===== src/rtl/hole_pkg.sv =====
package hole_pkg;
  localparam int REG_W    = 32;
  localparam int FLD_W    = 8;
  localparam int FLD_SH   = 24;
  localparam int BASE_LSB = 24;
  localparam int OFS0_LSB = 8;
  localparam int OFS1_LSB = 7;
  localparam int VLD_BIT  = 0;
  localparam int HALF_W   = 32;

  typedef struct packed {
    logic              valid;
    logic [HALF_W-1:0] base;
    logic [HALF_W:0]   size;
    logic [HALF_W-1:0] offset;
  } hole_info_t;
endpackage


===== src/rtl/hole_cfg_reg.sv =====
module hole_cfg_reg
  import hole_pkg::*;
(
  input  logic             clk,
  input  logic             rst_n,
  input  logic             feat_present,
  input  logic             hoist_en,
  input  logic             layout_sel,
  input  logic             cfg_we,
  input  logic [REG_W-1:0] cfg_wdata,
  output hole_info_t       info
);
  logic [REG_W-1:0] cfg_q;
  logic [FLD_W-1:0] base_fld, ofs_fld;

  always_ff @(posedge clk) begin
    if (!rst_n) cfg_q <= '0;
    else if (cfg_we) cfg_q <= cfg_wdata;
  end

  assign base_fld = cfg_q[BASE_LSB +: FLD_W];
  assign ofs_fld  = layout_sel ? cfg_q[OFS1_LSB +: FLD_W] : cfg_q[OFS0_LSB +: FLD_W];

  always_comb begin
    info.valid  = feat_present & hoist_en & cfg_q[VLD_BIT];
    info.base   = {base_fld, {FLD_SH{1'b0}}};
    info.offset = {ofs_fld, {FLD_SH{1'b0}}};
    info.size   = {1'b1, {HALF_W{1'b0}}} - {1'b0, info.base};
  end

  AST_WRITE_LANDS: assert property (@(posedge clk) disable iff (!rst_n)
    cfg_we |=> info.base == {$past(cfg_wdata[BASE_LSB +: FLD_W]), {FLD_SH{1'b0}}});
endmodule


===== src/rtl/hole_xlate.sv =====
module hole_xlate
  import hole_pkg::*;
#(
  parameter int ADDR_W = 40
) (
  input  hole_info_t        info,
  input  logic [ADDR_W-1:0] addr_i,
  output logic [ADDR_W-1:0] addr_o,
  output logic              reloc_o
);
  localparam int CMP_W = ADDR_W + 1;
  localparam logic [CMP_W-1:0] WIN_LO = CMP_W'(1) << HALF_W;

  logic [CMP_W-1:0] win_hi, addr_x;
  logic             in_win;

  assign addr_x = {1'b0, addr_i};
  assign win_hi = WIN_LO + CMP_W'(info.size);
  assign in_win = (addr_x >= WIN_LO) && (addr_x < win_hi);

  always_comb begin
    reloc_o = info.valid && in_win;
    addr_o  = reloc_o ? addr_i - ADDR_W'(info.offset) : addr_i;
  end
endmodule


===== src/rtl/hole_out_stage.sv =====
module hole_out_stage #(
  parameter int ADDR_W = 40
) (
  input  logic              clk,
  input  logic              rst_n,
  input  logic              in_valid,
  output logic              in_ready,
  input  logic [ADDR_W-1:0] addr_d,
  input  logic              reloc_d,
  output logic              out_valid,
  input  logic              out_ready,
  output logic [ADDR_W-1:0] out_addr,
  output logic              out_reloc
);
  assign in_ready = !out_valid || out_ready;

  always_ff @(posedge clk) begin
    if (!rst_n) begin
      out_valid <= 1'b0;
      out_addr  <= '0;
      out_reloc <= 1'b0;
    end else if (in_ready) begin
      out_valid <= in_valid;
      if (in_valid) begin
        out_addr  <= addr_d;
        out_reloc <= reloc_d;
      end
    end
  end

  AST_HOLD_STABLE: assert property (@(posedge clk) disable iff (!rst_n)
    out_valid && !out_ready |=> out_valid && $stable(out_addr) && $stable(out_reloc));
  AST_ACCEPT_LAT: assert property (@(posedge clk) disable iff (!rst_n)
    in_valid && in_ready |=> out_valid);
endmodule


===== src/rtl/hole_reloc.sv =====
module hole_reloc
  import hole_pkg::*;
#(
  parameter int ADDR_W = 40
) (
  input  logic              clk,
  input  logic              rst_n,
  input  logic              feat_present,
  input  logic              hoist_en,
  input  logic              layout_sel,
  input  logic              cfg_we,
  input  logic [31:0]       cfg_wdata,
  input  logic              in_valid,
  output logic              in_ready,
  input  logic [ADDR_W-1:0] in_addr,
  output logic              out_valid,
  input  logic              out_ready,
  output logic [ADDR_W-1:0] out_addr,
  output logic              out_reloc,
  output logic              hole_valid,
  output logic [31:0]       hole_base,
  output logic [32:0]       hole_size,
  output logic [31:0]       hole_offset
);
  hole_info_t        info;
  logic [ADDR_W-1:0] xl_addr;
  logic              xl_reloc;

  hole_cfg_reg u_cfg (
    .clk(clk), .rst_n(rst_n), .feat_present(feat_present), .hoist_en(hoist_en),
    .layout_sel(layout_sel), .cfg_we(cfg_we), .cfg_wdata(cfg_wdata), .info(info)
  );

  hole_xlate #(.ADDR_W(ADDR_W)) u_xl (
    .info(info), .addr_i(in_addr), .addr_o(xl_addr), .reloc_o(xl_reloc)
  );

  hole_out_stage #(.ADDR_W(ADDR_W)) u_out (
    .clk(clk), .rst_n(rst_n), .in_valid(in_valid), .in_ready(in_ready),
    .addr_d(xl_addr), .reloc_d(xl_reloc), .out_valid(out_valid),
    .out_ready(out_ready), .out_addr(out_addr), .out_reloc(out_reloc)
  );

  assign hole_valid  = info.valid;
  assign hole_base   = info.base;
  assign hole_size   = info.size;
  assign hole_offset = info.offset;

  AST_NO_RELOC_INVALID: assert property (@(posedge clk) disable iff (!rst_n)
    in_valid && in_ready && !hole_valid |=> !out_reloc);
  AST_ABSENT_INVALID: assert property (@(posedge clk) disable iff (!rst_n)
    !feat_present || !hoist_en |-> !hole_valid);
endmodule


===== config.mk =====
export PLATFORM = sky130hd
export DESIGN_NAME = hole_reloc
export DESIGN_NICKNAME = d
export VERILOG_FILES = /design/src/rtl/hole_pkg.sv /design/src/rtl/hole_cfg_reg.sv /design/src/rtl/hole_xlate.sv /design/src/rtl/hole_out_stage.sv /design/src/rtl/hole_reloc.sv
export SDC_FILE = /design/constraint.sdc
export NUM_CORES = 1
export LEC_CHECK = 0
export ABC_AREA = 1
export ABC_CLOCK_PERIOD_IN_PS = 3200
export BUFFER_PORTS_ARGS = -buffer_cell sky130_fd_sc_hd__buf_4
export CORE_ASPECT_RATIO = 1.4
export CORE_MARGIN = 1.5
export CORE_UTILIZATION = 45
export CTS_BUF_LIST = sky130_fd_sc_hd__clkbuf_4 sky130_fd_sc_hd__clkbuf_8
export CTS_CLUSTER_SIZE = 14
export DETAILED_ROUTE_END_ITERATION = 8
export GPL_TIMING_DRIVEN = 0
export PLACE_DENSITY = 0.83
export SLEW_MARGIN = 20
export SYNTH_ARGS = -nofsm -noshare
export SYNTH_HDL_FRONTEND = slang
export SYNTH_SLANG_ARGS = --single-unit

===== constraint.sdc =====
create_clock -name clk -period 3.2 [get_ports clk]
set_clock_uncertainty 0.05 [all_clocks]
set_input_delay 0.32 -clock clk [delete_from_list [all_inputs] [get_ports clk]]
set_output_delay 0.32 -clock clk [all_outputs]
set_load 0.02 [all_outputs]

==> flow_metrics.env <==
export IMPL_synth_commonest_cells="82 x buf_4, 71 x nor2_1, 66 x nand2_1"
export IMPL_syn2layout_area_growth_pct=43.0
export IMPL_grt_pass1_vias=3484
export IMPL_fp_row_count=39
export IMPL_cts_clk_slew_worst_paths_ns=0.07
export IMPL_io_pins=221
export IMPL_yosysWarnings=0
export IMPL_wire_per_inst_um=11.8
export IMPL_relSlewSlack_pct=64.9
export IMPL_critPathRequiredTime_ns=3.42
export IMPL_synth_edf_count=0
export IMPL_r2r_start="u_cfg.cfg_q[24]"
export IMPL_layout_drive_gt1_share_pct=33.6
export IMPL_reg2reg_depth=16
export IMPL_cts_htree_levels=3
export IMPL_clk_path_buf_depth=2
export IMPL_drtPass1Iterations=4
export IMPL_crit_fanout=10
export IMPL_ir_drop_v=0.000308
export IMPL_dp_hpwl_mm=8.14
export IMPL_yosysMostFrequentCell="buf_4"
export IMPL_grt_busiest_layer="met2"
export IMPL_netlist_instances=519
export IMPL_rsz0062_at_grt="no"
export IMPL_ant_nets=0
export IMPL_min_path_cells=3
export IMPL_routed_wl_mm=9.95
export IMPL_ys_types=33
export IMPL_power_density_mw_per_mm2=433
export IMPL_cts_root_buffer="clkbuf_8"
export IMPL_grt_use_total_pct=22.5
export IMPL_cts_setup_buffers=0
export IMPL_yosys_top_cells_area="dfxtp_1 32%, buf_4 17%, o21ai_0 7.8%, nor2_1 7.2%, nand2_1 6.7%"
export IMPL_power_mw=2.30
export IMPL_status="complete, no violations"
export IMPL_viasPerCell=4.48
export IMPL_r2r_end="u_out.out_addr[24]"
export IMPL_n_fill_cell=731
export IMPL_synth_top_cell_area_share_pct=32.3
export IMPL_tns_ns=0
export IMPL_cts_buffers=9
export IMPL_arrival_ns=2.95
export IMPL_setup_worst_path_class="reg2reg"
export IMPL_num_vias=3776
export IMPL_core_mm2=0.00810
export IMPL_clkLatencyLatePin_ns=0.35
export IMPL_portBuffers=134
export IMPL_cts_hold_buf=0
export IMPL_gp_congestion=0.917
export IMPL_synth_avg_cell_area_um2=7.16
export IMPL_async_flop_share_pct=0
export IMPL_start_util_pct=45.9
export IMPL_p_leak_nw=2.94
export IMPL_synth_largest_area_cell="dfxtp_1"
export IMPL_place_area_mm2=0.00512
export IMPL_overflow=0
export IMPL_clock_fmax_mhz=367
export IMPL_use_met1_pct=24.4
export IMPL_start_kind="register"
export IMPL_worst_slew_pin_slew_ns=0.522
export IMPL_yosysSeqAreaShare_pct=32.3
export IMPL_met3_usage_pct=5.04
export IMPL_drv_slew=0
export IMPL_final_period_utilization_pct=85.2
export IMPL_syn_area_mm2=0.00372
export IMPL_hp_class="in2reg"
export IMPL_dieArea_mm2=0.00882
export IMPL_reg2reg_slack_ns=0.47
export IMPL_cts_tree="yes"
export IMPL_cts_repair_resized=0
export IMPL_drt_iter0_drc=132
export IMPL_ys_ff_latch=60
export IMPL_diodes=0
export IMPL_grt_max_degree=13
export IMPL_final_hold_viol_count=0
export IMPL_cp_end_kind="register"
export IMPL_stdcell_area_mm2=0.00532
export IMPL_yosys_most_used_dff="dfxtp_1"
export IMPL_period_minus_slack_ns=2.73
export IMPL_hold_end="u_cfg.cfg_q[7]"
export IMPL_grt_pass1_wl_mm=15.8
export IMPL_fp_dieW_um=79.8
export IMPL_drc=0
export IMPL_antenna_found_initial=0
export IMPL_fin_nets=834
export IMPL_hold_slack_ns=0.151
export IMPL_hp_start="cfg_wdata[7]"
export IMPL_grt_use_met2_pct=41.1
export IMPL_die_y_um=111
export IMPL_max_cap_violations=0
export IMPL_finish_utilization_pct=65.6
export IMPL_finalSetupViolCount=0
export IMPL_clkSinkCount=60
-- logic make-up after synthesis --
group | synth area share, %
compound gates | 14.4
xor+xnor | 2.36
fa+ha+maj | 6.60
buf+inv | 24.4
flops | 32.3
other cells | 0.101
simple gates | 19.9
-- per-layer routing --
| layer | part of all wire (%) | routed length (um) | up-vias |
|---|---|---|---|
| met4 | 2.1 | 211 | 0 |
| met2 | 52 | 5170 | 166 |
| met3 | 8.9 | 890 | 13 |
| li1 | - | - | 1943 |
| met5 | 0 | 0 | - |
| met1 | 37 | 3680 | 1654 |
-- cell usage in the layout, fill, tap and decap left out, types with 3 or more instances in the layout --
cell,instances
nand3_1,13
xor2_1,8
nand2_1,66
buf_4,216
nor3_1,3
nand3_2,4
conb_1,72
inv_1,54
nand2_2,3
nand4_1,7
clkinvlp_4,3
clkbuf_8,9
buf_2,3
ha_1,18
dfxtp_1,60
clkbuf_1,13
a21oi_1,35
o21ai_0,58
nor2_1,71
-- critical path, stage by stage, from the launching register on --
cell,delay (ns)
dfxtp_1,0.36
inv_1,0.09
ha_1,0.18
nand2_1,0.10
nor3_1,0.29
nand3_1,0.20
inv_1,0.13
ha_1,0.24
a21oi_1,0.15
o21a_1,0.14
nand2_1,0.08
nand2_2,0.13
nand3_2,0.09
buf_6,0.16
nand2_1,0.07
nand3_2,0.07
a21oi_2,0.11
-- metrics by stage --
step	instances	setup slack, ns
after floorplan	590	0.578
after global placement	826	0.592
after detailed placement	826	0.522
after CTS	842	0.498
after global routing	842	0.222
final	842	0.474
-- report_power, final --
part / leakage (nW) / internal, mW / switching, mW
Sequential: 0.498 / 0.803 / 0.0323
Clock: 0.0923 / 0.363 / 0.338
Combinational: 2.35 / 0.327 / 0.441
-- flip-flops by register name, indices dropped and copies added (netlist names) --
| name | flops |
|---|---|
| u_out.out_valid | 1 |
| u_cfg.cfg_q | 18 |
| u_out.out_reloc | 1 |
| u_out.out_addr | 40 |
-- final cells by class --
cell class                 count  area, um^2  area share, %
buffer                        99         691           13.0
clock buffer                   9         124           2.33
clock inverter                 7        75.1           1.41
inverter                      57         215           4.05
multi-input combinational    374        1880           35.3
sequential                    60        1200           22.6
tap                          102         128           2.40
timing repair buffer         134        1010           18.9
-- worst max-delay path by stage --
stage	cells after the start	endpoint	from	slack, ns
after floorplan	17	u_out.out_addr[29]	u_cfg.cfg_q[24]	0.58
after detailed placement	17	u_out.out_addr[26]	u_cfg.cfg_q[24]	0.52
final	16	u_out.out_addr[24]	u_cfg.cfg_q[24]	0.47
after global placement	17	u_out.out_addr[29]	u_cfg.cfg_q[24]	0.59
after CTS	17	u_out.out_addr[26]	u_cfg.cfg_q[24]	0.50
after global routing	17	u_out.out_addr[30]	u_cfg.cfg_q[24]	0.22
Power figures use the tool's default switching activity.
